===== config.mk =====
export PLATFORM = sky130hd
export DESIGN_NAME = fb_pixel_unpacker
export DESIGN_NICKNAME = d
export VERILOG_FILES = /design/src/rtl/pxu_pkg.sv /design/src/rtl/pxu_word_seq.sv /design/src/rtl/pxu_slice.sv /design/src/rtl/pxu_colour.sv /design/src/rtl/fb_pixel_unpacker.sv
export SDC_FILE = /design/constraint.sdc
export NUM_CORES = 1
export LEC_CHECK = 0
export ABC_AREA = 1
export BUFFER_PORTS_ARGS = -buffer_cell sky130_fd_sc_hd__buf_2
export CORE_UTILIZATION = 37
export CTS_CLUSTER_DIAMETER = 100
export DETAILED_ROUTE_END_ITERATION = 12
export PLACE_DENSITY = 0.64
export SLEW_MARGIN = 5
export SYNTH_ARGS = -nofsm -noshare
export SYNTH_HDL_FRONTEND = slang
export SYNTH_SLANG_ARGS = --single-unit

===== constraint.sdc =====
create_clock -name clk -period 5.65 [get_ports clk]
set_input_delay 0.2825 -clock clk [delete_from_list [all_inputs] [get_ports clk]]
set_output_delay 0.2825 -clock clk [all_outputs]
set_load 0.02 [all_outputs]

===== src/rtl/pxu_pkg.sv =====
// pxu_pkg: shared types and helpers for the frame word unpacker.
// Assumes a 32-bit frame word and 8-bit colour channels.
package pxu_pkg;

    localparam int WORD_W = 32;
    localparam int CH_W   = 8;
    localparam int SLOT_W = $clog2(WORD_W);
    localparam int LG_W   = 3;

    // depth / layout codes; the numeric values are the software-visible encoding
    typedef enum logic [2:0] {
        PXM_B1    = 3'd0,
        PXM_B2    = 3'd1,
        PXM_B4    = 3'd2,
        PXM_B8    = 3'd3,
        PXM_P5551 = 3'd4,
        PXM_P888  = 3'd5,
        PXM_P565  = 3'd6,
        PXM_P444  = 3'd7
    } pxm_e;

    // log2 of the storage width of one pixel in the word
    function automatic logic [LG_W-1:0] field_log2(input pxm_e m);
        case (m)
            PXM_B1:   field_log2 = 3'd0;
            PXM_B2:   field_log2 = 3'd1;
            PXM_B4:   field_log2 = 3'd2;
            PXM_B8:   field_log2 = 3'd3;
            PXM_P888: field_log2 = 3'd5;
            default:  field_log2 = 3'd4;
        endcase
    endfunction

    // palette index modes are the four lowest codes
    function automatic logic is_index_mode(input pxm_e m);
        is_index_mode = (m <= PXM_B8);
    endfunction

endpackage


===== src/rtl/pxu_word_seq.sv =====
// pxu_word_seq: holds one frame word with its captured controls and steps
// a slot counter through the pixels it contains.
// Assumes: controls are sampled only when a word is taken; a new word may
// be taken in the cycle the final pixel of the held word is consumed.
module pxu_word_seq
    import pxu_pkg::*;
(
    input  logic              clk,
    input  logic              rst_n,
    input  logic              word_valid,
    output logic              word_ready,
    input  logic [WORD_W-1:0] word_data,
    input  logic [2:0]        mode_in,
    input  logic              swap_in,
    input  logic              msb_in,
    output logic              pix_valid,
    input  logic              pix_ready,
    output logic [WORD_W-1:0] held_word,
    output pxm_e              held_mode,
    output logic              held_swap,
    output logic              held_msb,
    output logic [SLOT_W-1:0] slot,
    output logic [SLOT_W-1:0] last_slot
);

    logic full;
    logic take_word;
    logic take_pix;
    logic at_last;
    logic [SLOT_W:0] npix;

    // pixel count of the held word, minus one, from its captured mode
    always_comb begin
        npix      = (SLOT_W+1)'(WORD_W) >> field_log2(held_mode);
        last_slot = SLOT_W'(npix - 1'b1);
    end

    // handshake decode on both edges
    always_comb begin
        at_last    = (slot == last_slot);
        pix_valid  = full;
        word_ready = !full || (pix_ready && at_last);
        take_word  = word_valid && word_ready;
        take_pix   = full && pix_ready;
    end

    // word capture and slot stepping
    always_ff @(posedge clk) begin
        if (!rst_n) begin
            full      <= 1'b0;
            slot      <= '0;
            held_word <= '0;
            held_mode <= PXM_B1;
            held_swap <= 1'b0;
            held_msb  <= 1'b0;
        end else if (take_word) begin
            full      <= 1'b1;
            slot      <= '0;
            held_word <= word_data;
            held_mode <= pxm_e'(mode_in);
            held_swap <= swap_in;
            held_msb  <= msb_in;
        end else if (take_pix) begin
            if (at_last) begin
                full <= 1'b0;
                slot <= '0;
            end else begin
                slot <= slot + 1'b1;
            end
        end
    end

endmodule


===== src/rtl/pxu_slice.sv =====
// pxu_slice: cuts the current pixel field out of the held word and returns
// it right-aligned with all other bits cleared.
// Assumes the field width is 1 << lg and the word holds an integer count.
module pxu_slice
    import pxu_pkg::*;
(
    input  logic [WORD_W-1:0] word,
    input  logic [LG_W-1:0]   lg,
    input  logic [SLOT_W-1:0] slot,
    input  logic [SLOT_W-1:0] last_slot,
    input  logic              msb_first,
    output logic [WORD_W-1:0] field
);

    localparam int SH_W = SLOT_W + 1;

    logic [SLOT_W-1:0] pos;
    logic [SH_W-1:0]   shift;
    logic [SH_W-1:0]   fw;
    logic [WORD_W-1:0] mask;

    // pick the position in the word from the fetch order
    always_comb begin
        pos   = msb_first ? (last_slot - slot) : slot;
        shift = SH_W'({1'b0, pos} << lg);
        fw    = SH_W'(1) << lg;
        mask  = ~({WORD_W{1'b1}} << fw);
        field = (word >> shift) & mask;
    end

endmodule


===== src/rtl/pxu_colour.sv =====
// pxu_colour: interprets a right-aligned pixel field by mode, producing
// either a palette index or three widened colour channels.
// Assumes the field's unused upper bits are zero.
module pxu_colour
    import pxu_pkg::*;
(
    input  logic [WORD_W-1:0] field,
    input  pxm_e              mode,
    input  logic              swap_rb,
    output logic              is_index,
    output logic [CH_W-1:0]   index,
    output logic [CH_W-1:0]   red,
    output logic [CH_W-1:0]   green,
    output logic [CH_W-1:0]   blue,
    output logic              intensity
);

    localparam int NCH = 3;

    // channel 0 = lowest component, 1 = green, 2 = third component
    logic [CH_W-1:0] ch_top [NCH];
    logic [3:0]      ch_len [NCH];
    logic [CH_W-1:0] ch_wide[NCH];

    // left-align each component and record its width per layout
    always_comb begin
        intensity = 1'b0;
        for (int c = 0; c < NCH; c++) begin
            ch_top[c] = '0;
            ch_len[c] = 4'd8;
        end
        case (mode)
            PXM_P5551: begin
                ch_top[0] = {field[4:0],   3'b0};
                ch_top[1] = {field[9:5],   3'b0};
                ch_top[2] = {field[14:10], 3'b0};
                ch_len[0] = 4'd5;
                ch_len[1] = 4'd5;
                ch_len[2] = 4'd5;
                intensity = field[15];
            end
            PXM_P565: begin
                ch_top[0] = {field[4:0],   3'b0};
                ch_top[1] = {field[10:5],  2'b0};
                ch_top[2] = {field[15:11], 3'b0};
                ch_len[0] = 4'd5;
                ch_len[1] = 4'd6;
                ch_len[2] = 4'd5;
            end
            PXM_P444: begin
                ch_top[0] = {field[3:0],  4'b0};
                ch_top[1] = {field[7:4],  4'b0};
                ch_top[2] = {field[11:8], 4'b0};
                ch_len[0] = 4'd4;
                ch_len[1] = 4'd4;
                ch_len[2] = 4'd4;
            end
            PXM_P888: begin
                ch_top[0] = field[7:0];
                ch_top[1] = field[15:8];
                ch_top[2] = field[23:16];
            end
            default: ;
        endcase
    end

    // widen each channel by folding its top bits into the vacated low bits
    for (genvar c = 0; c < NCH; c++) begin : g_widen
        always_comb begin
            ch_wide[c] = ch_top[c] | (ch_top[c] >> ch_len[c])
                                   | (ch_top[c] >> (ch_len[c] << 1));
        end
    end

    // route channels and the index according to mode and swap
    always_comb begin
        is_index = is_index_mode(mode);
        if (is_index) begin
            index = field[CH_W-1:0];
            red   = '0;
            green = '0;
            blue  = '0;
        end else begin
            index = '0;
            green = ch_wide[1];
            red   = swap_rb ? ch_wide[2] : ch_wide[0];
            blue  = swap_rb ? ch_wide[0] : ch_wide[2];
        end
    end

endmodule


===== src/rtl/fb_pixel_unpacker.sv =====
// fb_pixel_unpacker: frame word in, one pixel per cycle out.
// Assumes a 32-bit word stream and a consumer that may stall at any time;
// palette lookup and timing are handled elsewhere.
module fb_pixel_unpacker
    import pxu_pkg::*;
(
    input  logic              clk,
    input  logic              rst_n,
    input  logic              word_valid,
    output logic              word_ready,
    input  logic [WORD_W-1:0] word_data,
    input  logic [2:0]        mode,
    input  logic              swap_rb,
    input  logic              msb_first,
    output logic              pix_valid,
    input  logic              pix_ready,
    output logic              pix_is_index,
    output logic [CH_W-1:0]   pix_index,
    output logic [CH_W-1:0]   pix_red,
    output logic [CH_W-1:0]   pix_green,
    output logic [CH_W-1:0]   pix_blue,
    output logic              pix_intensity
);

    logic [WORD_W-1:0] held_word;
    pxm_e              held_mode;
    logic              held_swap;
    logic              held_msb;
    logic [SLOT_W-1:0] slot;
    logic [SLOT_W-1:0] last_slot;
    logic [WORD_W-1:0] field;

    pxu_word_seq u_seq (
        .clk        (clk),
        .rst_n      (rst_n),
        .word_valid (word_valid),
        .word_ready (word_ready),
        .word_data  (word_data),
        .mode_in    (mode),
        .swap_in    (swap_rb),
        .msb_in     (msb_first),
        .pix_valid  (pix_valid),
        .pix_ready  (pix_ready),
        .held_word  (held_word),
        .held_mode  (held_mode),
        .held_swap  (held_swap),
        .held_msb   (held_msb),
        .slot       (slot),
        .last_slot  (last_slot)
    );

    pxu_slice u_slice (
        .word      (held_word),
        .lg        (field_log2(held_mode)),
        .slot      (slot),
        .last_slot (last_slot),
        .msb_first (held_msb),
        .field     (field)
    );

    pxu_colour u_colour (
        .field     (field),
        .mode      (held_mode),
        .swap_rb   (held_swap),
        .is_index  (pix_is_index),
        .index     (pix_index),
        .red       (pix_red),
        .green     (pix_green),
        .blue      (pix_blue),
        .intensity (pix_intensity)
    );

endmodule


==> Flow_metrics.wiki <==
{| class="wikitable"
! Metric !! Value
|-
| Max Fclk || 208 MHz
|-
| Warning count from the yosys run || 0
|-
| Initial core utilization || 0.382
|-
| CTS tree || done
|-
| Final hold violation count || 0
|-
| Global-route wire length before repair || roughly 23,000 µm
|-
| Cells on Worst Hold Path || 3
|-
| Antenna violations before repair || 0
|-
| Residual DRC count || 0
|-
| Number of placement rows || between 40 and 50
|-
| Synth async-reset ratio || 0
|-
| IO Port Bufs || between 70 and 80
|-
| Floorplan die width || 117 µm
|-
| End point of the critical path || pix_red[2]
|-
| Post-route clock skew || 0.00434 ns
|-
| Core area || ~13,000 µm²
|-
| Kind of end point of the critical path || primary output
|-
| Fraction of final layout cells with drive strength greater than 1 || 0.142
|-
| Clock transition time at the flip-flop clock pins of the worst setup and hold paths || about 0.060 ns
|-
| Share of the yosys chip area belonging to registers || 0.177
|-
| Number of max-slew violations in the final report || 0
|-
| Post-cts hold buffer count || 0
|-
| Total power draw || roughly 1.4 mW
|-
| Final Wtd Congestion || roughly 0.91
|-
| Minimum period implied by the final worst setup slack || between 4 and 5 ns
|-
| Via density per instance || slightly below 5
|-
| DPL Wire Length || around 11,000 µm
|-
| Sort of element at the start of the critical path || flop
|-
| Cell type group with the largest total delay on the critical path || simple AND/OR/NAND/NOR gates
|-
| Data required time at the worst endpoint || 5.37 ns
|-
| Area added between synthesis and finish || 10.3%
|-
| Dominant synthesized flop cell || sky130_fd_sc_hd__dfxtp_1
|-
| Die Area || 13,600 µm²
|-
| Bufs and invs on worst path || 4
|-
| All-layer global routing usage || 0.205
|-
| Fill count || roughly 1,500
|-
| Fin util || 0.422
|-
| Root Driver || sky130_fd_sc_hd__clkbuf_16
|-
| Leading post-synthesis cells by cell area || sky130_fd_sc_hd__nand2_1 (28%), sky130_fd_sc_hd__dfxtp_1 (18%), sky130_fd_sc_hd__nand3_1 (8.3%)
|-
| Post-synthesis net count || approximately 950
|-
| Static leakage || between 2 and 3 nW
|-
| Cell depth of the worst setup path || 25
|-
| Arrival @ worst endpoint || around 4.5 ns
|-
| Area of all sequential standard cells || 861 µm²
|-
| WL per Instance || roughly 12 µm
|-
| CTS resizes || 0
|-
| Buffer depth of the longest clock path || 2
|-
| Max stage delay on crit path || roughly 0.66 ns
|-
| Flop2flop setup slack || around 1.6 ns
|-
| Overall routed net length || approximately 14,000 µm
|-
| EDFF count, synth || 0
|-
| Setup Total Neg Slack || 0 ns
|-
| Syn Std Cell Area || 4870 µm²
|-
| Library cell with the highest instance count after synthesis || sky130_fd_sc_hd__nand2_1
|-
| Worst R2R Start || u_seq.held_mode[1]
|-
| Clock latency reported for the late side of the worst-skew pair || 0.28 ns
|-
| Via count || about 5,500
|-
| Largest net degree at the start of global routing || 65
|-
| Floorplan die height || about 120 µm
|-
| Detail Route Antenna Nets || 0
|-
| Final nets || between 900 and 1,000
|-
| Cell with the largest stage delay on the worst path || sky130_fd_sc_hd__nand2_1
|-
| Leading area contributor after synthesis || sky130_fd_sc_hd__nand2_1
|-
| Post-Synthesis Cells || about 900
|-
| Number of cell instances on the worst register-to-register path || 14
|-
| Number of buffers created by CTS || 5
|-
| Number of global-route vias before repair || 4,532
|-
| Top post-synthesis cells by count || sky130_fd_sc_hd__nand2_1 (365), sky130_fd_sc_hd__inv_1 (81), sky130_fd_sc_hd__nand3_1 (81), sky130_fd_sc_hd__nor2_1 (62), sky130_fd_sc_hd__o21ai_0 (58)
|-
| CTS sink count || 43
|-
| Final setup viols || 0
|-
| Count of pins on the block boundary || between 70 and 80
|-
| Maximum capacitance violations || 0
|-
| Yosys reg bits || 43
|-
| Kind of path behind the tightest hold check || in -> reg
|-
| Post-route fraction of the period consumed by the critical path || 0.851
|-
| H-tree depth || 2
|-
| Unrepaired setup endpoints after global routing || false
|-
| Count of routing violations after the opening detailed-route iteration || ~420
|-
| Multi-input gate area in the final layout || approximately 3400 µm²
|-
| Cell type with the highest occurrence count on the critical path || sky130_fd_sc_hd__nand2_1
|-
| Beginning of the critical path || u_seq.held_mode[1]
|-
| Post-Route Hold Slack || approximately 0.25 ns
|-
| Critical-path maximum fanout || 31
|-
| Slew of the pin with the lowest slew margin || roughly 0.92 ns
|-
| Detailed-router iteration count before antenna repair || 5
|-
| Post-CTS Setup Repair Bufs || 0
|-
| Class of the most critical setup path || reg -> out
|-
| Slew HR || 0.384
|-
| Peak supply drop || between 0.00015 and 0.0002 V
|-
| Reg2reg end || u_seq.slot[2]
|-
| Gr ovfl total || 0
|-
| Area share of the largest cell type after synthesis || 0.282
|-
| Average footprint of a synthesized cell || between 5 and 6 µm²
|-
| Ant. Diodes || 0
|-
| Number of distinct library cells after synthesis || 47
|-
| Outcome || completed
|-
| Total power per unit cell area || approximately 250 nW/µm²
|}
## area by class of cell
class                   instances  area share
multi-input cells             724       0.632
flip-flops and latches         43       0.160
repair buffers                 79      0.0751
inverters                      92      0.0655
well taps                     172      0.0401
clock buffers                   6      0.0259
clock inverters                 1    0.000933
## metrics by stage
stage                     setup WS (ns)  instances  cell area, µm²
after floorplan                    1.90        903            4870
after global placement             1.27       1110            5220
after detailed placement           1.23       1110            5220
after CTS                         0.903       1117            5370
after global routing              0.351       1117            5370
final                             0.841       1117            5370
## where the power goes
part | switching, mW | internal (mW)
Combinational | 0.516 | 0.224
Sequential | 0.0184 | 0.327
Clock | 0.107 | 0.172
## sequential cells by signal, summed over array words and instances, names as in the netlist
name,count
u_seq.held_word,32
u_seq.slot,5
u_seq.held_mode,3
u_seq.held_msb,1
u_seq.held_swap,1
u_seq.pix_valid,1
## layout by cell type (no fill, tap or decap), drive strengths merged
cell	count
nand2	384
o21ai	93
inv	90
nand3	86
buf	79
nor2	66
dfxtp	43
a21oi	37
nand4	18
ha	8
clkbuf	6
nor3	5
nand3b	4
xor2	3
o211ai	3
clkinv	3
and2	2
or2	2
and3	2
o2111ai	2
a31oi	1
a21boi	1
o22ai	1
o21a	1
a211oi	1
nor3b	1
o211a	1
nor4	1
fa	1
## layer usage
metal / vias to the layer above / global-route usage / routed length (µm)
met5: - / 0 / 0
li1: 2981 / - / -
met3: 16 / 0.0150 / 527
met1: 2391 / 0.313 / 7400
met4: 0 / 0.0608 / 250
met2: 140 / 0.304 / 5370
## cells by family (layout without fill, tap and decap cells)
kind of cell,count (synthesis),count (layout),share of synthesized area
fa+ha+maj,9,9,0.0247
flops,43,43,0.177
compound gates,141,141,0.160
buf+inv,136,178,0.127
xor+xnor,3,3,0.00540
simple gates,571,571,0.507
## worst min path at each step
stage | start | endpoint | slack [ns]
2_1_floorplan | rst_n | u_seq.pix_valid | 0.41
3_3_place_gp | u_seq.held_word[18] | u_seq.held_word[18] | 0.46
3_5_place_dp | u_seq.held_word[13] | u_seq.held_word[13] | 0.46
4_1_cts | word_data[6] | u_seq.held_word[6] | 0.24
5_1_grt | word_data[6] | u_seq.held_word[6] | 0.26
6_report | word_data[6] | u_seq.held_word[6] | 0.25
## worst min-delay path, delay by kind of cell
kind	cells	cell delay (ns)
AND/OR/NAND/NOR	1	0.07
AO/OA/AOI/OAI	1	0.07
buffers and inverters	1	0.07
(Power assumes the default switching activity.)
